`src/rtl/msr_pkg.sv`:
```
package msr_pkg;
   localparam int CLS_W = 3;
   localparam logic [CLS_W-1:0] CLS_ZERO = 3'd0;
   localparam logic [CLS_W-1:0] CLS_NUM  = 3'd1;
   localparam logic [CLS_W-1:0] CLS_INF  = 3'd2;
   localparam logic [CLS_W-1:0] CLS_QNAN = 3'd3;
   localparam logic [CLS_W-1:0] CLS_SNAN = 3'd4;

   // Fold the unused codes onto the heaviest legal class.
   function automatic logic [CLS_W-1:0] cls_fold(input logic [CLS_W-1:0] c);
      return (c > CLS_SNAN) ? CLS_SNAN : c;
   endfunction

   function automatic logic cls_is_nan(input logic [CLS_W-1:0] c);
      return (c == CLS_QNAN) || (c == CLS_SNAN);
   endfunction
endpackage

```
`src/rtl/msr_order.sv`:
```
module msr_order
   import msr_pkg::*;
#(
   parameter int EXP_W  = 11,
   parameter int MANT_W = 53
) (
   input  logic [CLS_W-1:0]  a_cls,
   input  logic              a_sgn,
   input  logic [EXP_W-1:0]  a_exp,
   input  logic [MANT_W-1:0] a_man,
   input  logic [CLS_W-1:0]  b_cls,
   input  logic              b_sgn,
   input  logic [EXP_W-1:0]  b_exp,
   input  logic [MANT_W-1:0] b_man,
   output logic [CLS_W-1:0]  lt_cls,
   output logic              lt_sgn,
   output logic [EXP_W-1:0]  lt_exp,
   output logic [MANT_W-1:0] lt_man,
   output logic [CLS_W-1:0]  hv_cls,
   output logic              hv_sgn,
   output logic [EXP_W-1:0]  hv_exp,
   output logic [MANT_W-1:0] hv_man
);
   logic [CLS_W-1:0] a_w, b_w;
   logic             swap;

   assign a_w  = cls_fold(a_cls);
   assign b_w  = cls_fold(b_cls);
   // Strict compare: a tie leaves the input order untouched.
   assign swap = (a_w > b_w);

   always_comb begin
      if (swap) begin
         lt_cls = b_w;  lt_sgn = b_sgn; lt_exp = b_exp; lt_man = b_man;
         hv_cls = a_w;  hv_sgn = a_sgn; hv_exp = a_exp; hv_man = a_man;
      end else begin
         lt_cls = a_w;  lt_sgn = a_sgn; lt_exp = a_exp; lt_man = a_man;
         hv_cls = b_w;  hv_sgn = b_sgn; hv_exp = b_exp; hv_man = b_man;
      end
   end
endmodule

```
`src/rtl/msr_decide.sv`:
```
module msr_decide
   import msr_pkg::*;
#(
   parameter int EXP_W  = 11,
   parameter int MANT_W = 53
) (
   input  logic [CLS_W-1:0]  lt_cls,
   input  logic              lt_sgn,
   input  logic [EXP_W-1:0]  lt_exp,
   input  logic [MANT_W-1:0] lt_man,
   input  logic [CLS_W-1:0]  hv_cls,
   input  logic              hv_sgn,
   input  logic [EXP_W-1:0]  hv_exp,
   input  logic [MANT_W-1:0] hv_man,
   output logic [CLS_W-1:0]  d_cls,
   output logic              d_sgn,
   output logic [EXP_W-1:0]  d_exp,
   output logic [MANT_W-1:0] d_man,
   output logic              d_snan,
   output logic              d_imz,
   output logic              d_go
);
   localparam logic [EXP_W-1:0]  DNAN_EXP = '1;
   localparam logic [MANT_W-1:0] DNAN_MAN = {1'b1, {(MANT_W-1){1'b0}}};

   logic sx;
   assign sx = lt_sgn ^ hv_sgn;

   always_comb begin
      d_cls  = CLS_NUM;
      d_sgn  = sx;
      d_exp  = '0;
      d_man  = '0;
      d_snan = 1'b0;
      d_imz  = 1'b0;
      d_go   = 1'b0;
      if (cls_is_nan(hv_cls)) begin
         d_cls  = hv_cls;
         d_exp  = hv_exp;
         d_man  = hv_man;
         d_snan = 1'b1;
      end else if (hv_cls == CLS_INF) begin
         if (lt_cls == CLS_ZERO) begin
            d_cls = CLS_QNAN;
            d_sgn = 1'b0;
            d_exp = DNAN_EXP;
            d_man = DNAN_MAN;
            d_imz = 1'b1;
         end else begin
            d_cls = CLS_INF;
            d_exp = hv_exp;
            d_man = hv_man;
         end
      end else if (lt_cls == CLS_ZERO) begin
         d_cls = CLS_ZERO;
         d_exp = lt_exp;
         d_man = lt_man;
      end else begin
         d_go = 1'b1;
      end
   end
endmodule

```
`src/rtl/msr_stage.sv`:
```
module msr_stage
   import msr_pkg::*;
#(
   parameter int EXP_W      = 11,
   parameter int MANT_W     = 53,
   parameter bit REGISTERED = 1'b1
) (
   input  logic              clk,
   input  logic              rst_n,
   input  logic [CLS_W-1:0]  d_cls,
   input  logic              d_sgn,
   input  logic [EXP_W-1:0]  d_exp,
   input  logic [MANT_W-1:0] d_man,
   input  logic              d_snan,
   input  logic              d_imz,
   input  logic              d_go,
   output logic [CLS_W-1:0]  q_cls,
   output logic              q_sgn,
   output logic [EXP_W-1:0]  q_exp,
   output logic [MANT_W-1:0] q_man,
   output logic              q_snan,
   output logic              q_imz,
   output logic              q_go
);
   generate
      if (REGISTERED) begin : g_reg
         always_ff @(posedge clk) begin
            if (!rst_n) begin
               q_cls  <= CLS_ZERO;
               q_sgn  <= 1'b0;
               q_exp  <= '0;
               q_man  <= '0;
               q_snan <= 1'b0;
               q_imz  <= 1'b0;
               q_go   <= 1'b0;
            end else begin
               q_cls  <= d_cls;
               q_sgn  <= d_sgn;
               q_exp  <= d_exp;
               q_man  <= d_man;
               q_snan <= d_snan;
               q_imz  <= d_imz;
               q_go   <= d_go;
            end
         end
      end else begin : g_comb
         logic unused_clk;
         assign unused_clk = clk ^ rst_n;
         assign q_cls  = d_cls;
         assign q_sgn  = d_sgn;
         assign q_exp  = d_exp;
         assign q_man  = d_man;
         assign q_snan = d_snan;
         assign q_imz  = d_imz;
         assign q_go   = d_go;
      end
   endgenerate
endmodule

```
`src/rtl/mul_special_resolve.sv`:
```
module mul_special_resolve
   import msr_pkg::*;
#(
   parameter int EXP_W      = 11,
   parameter int MANT_W     = 53,
   parameter bit REGISTERED = 1'b1
) (
   input  logic              clk,
   input  logic              rst_n,
   input  logic [2:0]        a_cls,
   input  logic              a_sgn,
   input  logic [EXP_W-1:0]  a_exp,
   input  logic [MANT_W-1:0] a_man,
   input  logic [2:0]        b_cls,
   input  logic              b_sgn,
   input  logic [EXP_W-1:0]  b_exp,
   input  logic [MANT_W-1:0] b_man,
   output logic [2:0]        res_cls,
   output logic              res_sgn,
   output logic [EXP_W-1:0]  res_exp,
   output logic [MANT_W-1:0] res_man,
   output logic              flag_snan,
   output logic              flag_imz,
   output logic              compute
);
   initial begin
      if (EXP_W < 2)  $error("EXP_W must be at least 2");
      if (MANT_W < 2) $error("MANT_W must be at least 2");
   end

   logic [CLS_W-1:0]  lt_cls, hv_cls, d_cls;
   logic              lt_sgn, hv_sgn, d_sgn, d_snan, d_imz, d_go;
   logic [EXP_W-1:0]  lt_exp, hv_exp, d_exp;
   logic [MANT_W-1:0] lt_man, hv_man, d_man;

   msr_order #(.EXP_W(EXP_W), .MANT_W(MANT_W)) u_order (
      .a_cls(a_cls), .a_sgn(a_sgn), .a_exp(a_exp), .a_man(a_man),
      .b_cls(b_cls), .b_sgn(b_sgn), .b_exp(b_exp), .b_man(b_man),
      .lt_cls(lt_cls), .lt_sgn(lt_sgn), .lt_exp(lt_exp), .lt_man(lt_man),
      .hv_cls(hv_cls), .hv_sgn(hv_sgn), .hv_exp(hv_exp), .hv_man(hv_man)
   );

   msr_decide #(.EXP_W(EXP_W), .MANT_W(MANT_W)) u_decide (
      .lt_cls(lt_cls), .lt_sgn(lt_sgn), .lt_exp(lt_exp), .lt_man(lt_man),
      .hv_cls(hv_cls), .hv_sgn(hv_sgn), .hv_exp(hv_exp), .hv_man(hv_man),
      .d_cls(d_cls), .d_sgn(d_sgn), .d_exp(d_exp), .d_man(d_man),
      .d_snan(d_snan), .d_imz(d_imz), .d_go(d_go)
   );

   msr_stage #(.EXP_W(EXP_W), .MANT_W(MANT_W), .REGISTERED(REGISTERED)) u_stage (
      .clk(clk), .rst_n(rst_n),
      .d_cls(d_cls), .d_sgn(d_sgn), .d_exp(d_exp), .d_man(d_man),
      .d_snan(d_snan), .d_imz(d_imz), .d_go(d_go),
      .q_cls(res_cls), .q_sgn(res_sgn), .q_exp(res_exp), .q_man(res_man),
      .q_snan(flag_snan), .q_imz(flag_imz), .q_go(compute)
   );
endmodule

```
`config.mk`:
```
export PLATFORM = sky130hd
export DESIGN_NAME = mul_special_resolve
export DESIGN_NICKNAME = d
export VERILOG_FILES = /design/src/rtl/msr_pkg.sv /design/src/rtl/msr_order.sv /design/src/rtl/msr_decide.sv /design/src/rtl/msr_stage.sv /design/src/rtl/mul_special_resolve.sv
export SDC_FILE = /design/constraint.sdc
export NUM_CORES = 1
export LEC_CHECK = 0
export ABC_AREA = 1
export BUFFER_PORTS_ARGS = -buffer_cell sky130_fd_sc_hd__buf_2
export CORE_MARGIN = 10
export CORE_UTILIZATION = 35
export CTS_CLUSTER_SIZE = 12
export DETAILED_ROUTE_END_ITERATION = 10
export PLACE_DENSITY_LB_ADDON = 0.15
export SLEW_MARGIN = 20
export SYNTH_ARGS = -nofsm -noshare
export SYNTH_HDL_FRONTEND = slang
export SYNTH_SLANG_ARGS = --single-unit
```
`constraint.sdc`:
```
create_clock -name clk -period 5.4 [get_ports clk]
set_input_delay 1.08 -clock clk [delete_from_list [all_inputs] [get_ports clk]]
set_output_delay 1.08 -clock clk [all_outputs]
set_load 0.05 [all_outputs]
```
==> out/metrics.cfg <==
[sta]
slew_viol_final = 0
setup_viol_count_final = 0
rsz0062_at_grt = false
tightest_slew_ns = 0.732
finalCritPeriodShare_pct = 76.5
finalHoldViolations = 0
fin_crit_ns = 4.13
fin_tns_setup_ns = 0
relSlewSlack_pct = 51.1
max_freq_ghz = 0.242

[pwr]
powerDensity_nw_per_um2 = 373
power_mw = 2.42
power_frac_seq_pct = 26.7
power_switching_mw = 1.10
p_clk_share_pct = 26.0
ir_drop_v = 0.000153
power_frac_comb_pct = 47.2
power.leakage_nw = 3.99
p_int_mw = 1.32
switching_share_pct = 45.5

[min_path]
hold_path_class = in2reg
hp-start = a_sgn

[floorplanning]
die_x_um = 141
io_pins = 209
initial_core_util_pct = 35.3
die_h_um = 141
rows = 44
core_area_um2 = 14400
dieArea_um2 = 19800

[synth]
synth_cells = 934
yosysWarnings = 0
synth_cell_types = 21
synth_nets = 1075
seq_area_frac_synth_pct = 27.9
mappedNetlistArea_um2 = 5100
ys_seq_elements = 71
synth.avg_cell_area_um2 = 5.46

[clocking]
cts.clk_slew.worst_paths_ns = 0.06
cts_buffers = 9
cts-htree-levels = 3
ctsResizeCount = 0
cts_tree = yes
cts-root-buf = clkbuf_16
clockBufferDepth = 2
post_cts_buffers = 0
cts_num_sinks = 71
cts_hold_buffers = 0

[final_layout]
drive_above_1_share_pct = 22.2
nNetsFinal = 1243
most-common-layout-cells = nand2_1, buf_2, nand3_1
insertedDiodeCount = 0
final_common_cell = nand2_1
area_growth_pct = 27.3
stdcell_count = 1291

[critical_path]
cp_slowest_cell = buf_4
critical_path_buf_inv_count = 3
worst_path_most_repeated_cell = nor2_1
cp_max_fo = 85
cp_cell_sequence = buf_2 > nor2_1 > nor2_1 > nor2_1 > ha_1 > nand3_1 > nand2_2 > nand2_8 > buf_4 > buf_4 > nor2_1 > a21oi_1 > nand2_1 > nand2_1 > nand3_1 > nand2_1
arrival_ns = 4.41
worst_setup_path_end_kind = register
path_delay_family = simple AND/OR/NAND/NOR gates
slowest_delay_ns = 0.66
required_ns = 5.68
startpoint_type = primary input
critPathLaunch = a_cls[0]
worstSetupPathType = in2reg

[placement]
dpl.cell_count = 1275
numPortBuffers = 208
dp_hpwl_um = 12100
place_congestion = 0.857

[routing]
wl_per_cell_um = 13.2
routed-wl-met3_um = 1540
ant_nets = 0
drt_wl_total_um = 17000
m1WireLength_um = 7610
drcViolationCount = 0
dr.pass1.iters = 5
drtIter0Drc = 401
avgViaCountPerCell = 4.60
wl_met2_um = 7510
num_vias = 5944
routed.top_layer = met4

[global_route]
antenna_found_initial = 1
grt_pass1_wl_um = 27800
grt_start_max_net_pins = 86
overflow = 0
grt_pass1_vias = 5609
grt_util_all_layers_pct = 16.8

[outcome]
outcome = finished clean

[job]
drv_cap = 0

registers in the layout, indices dropped and copies added (netlist names):
name	flops
u_stage.q_go	1
u_stage.q_cls	3
u_stage.q_sgn	1
u_stage.q_snan	1
u_stage.q_man	53
u_stage.q_imz	1
u_stage.q_exp	11
final cells by class:
class / count / area, µm²
Inverter: 86 / 323
Fill cell: 1572 / 7940
Multi-Input combinational cell: 714 / 3060
Tap cell: 184 / 230
Sequential cell: 71 / 1420
Timing Repair Buffer: 220 / 1140
Clock inverter: 3 / 40.0
Clock buffer: 13 / 270
path summary, 6_finish.rpt:
check / end / slack (ns) / cells after the start
worst max-delay path: u_stage.q_man[27] / 1.27 / 16
worst min-delay path: u_stage.q_sgn / 1.02 / 3
metrics by stage:
step / setup WS (ns) / cell area (µm²) / hold slack (ns) / utilization, %
finish: 1.27 / 6490 / 1.02 / 45.0
global route: 0.742 / 6490 / 1.02 / 45.0
CTS: 1.30 / 6490 / 1.01 / 45.0
detailed placement: 0.949 / 6180 / 1.37 / 42.8
global placement: 0.965 / 6180 / 1.37 / 42.8
floorplan: 2.48 / 5100 / 1.20 / -
tightest hold or removal path: stages:
cell and delay (ns):
buf_2 0.08, xnor2_1 0.10, nor3_1 0.05
power groups by stage:
stage | combinational [mW] | clock [mW] | sequential [mW]
2_1_floorplan | 0.557 | 0 | 0.984
3_3_place_gp | 1.14 | 0 | 0.660
3_5_place_dp | 1.15 | 0 | 0.658
4_1_cts | 1.15 | 0.646 | 0.648
5_1_grt | 1.28 | 0.669 | 0.654
6_report | 1.14 | 0.629 | 0.646
routing by layer:
metal,global-route usage [%],up-vias
met5,0,-
met4,6.36,0
met3,5.91,21
met2,26.5,181
met1,20.5,2510
li1,-,3232
cells by family (layout without fill, tap and decap cells):
family          count (synthesis)  after routing  synth area share, %
xor+xnor                        1              1                0.172
simple gates                  599            599                 47.7
buf+inv                       149            322                 12.3
fa+ha+maj                       3              3                0.737
compound gates                111            111                 11.2
flops                          71             71                 27.9
synthesized netlist by cell type:
cell type	instances	area (µm²)
nand2_1	403	1510
nand3_1	108	541
inv_1	86	323
nor2_1	75	282
dfxtp_1	71	1420
o21ai_0	54	270
a21oi_1	53	265
clkbuf_1	27	101
buf_2	25	125
buf_4	10	75.1
nand2_2	5	31.3
ha_1	3	37.5
nand3_2	3	30.0
nor3_1	3	15.0
o21ai_1	2	10.0
a21oi_2	1	8.76
a21oi_4	1	16.3
buf_1	1	3.75
nand3b_1	1	7.51
nor2_4	1	11.3
xnor2_1	1	8.76
(Power assumes the default switching activity.)
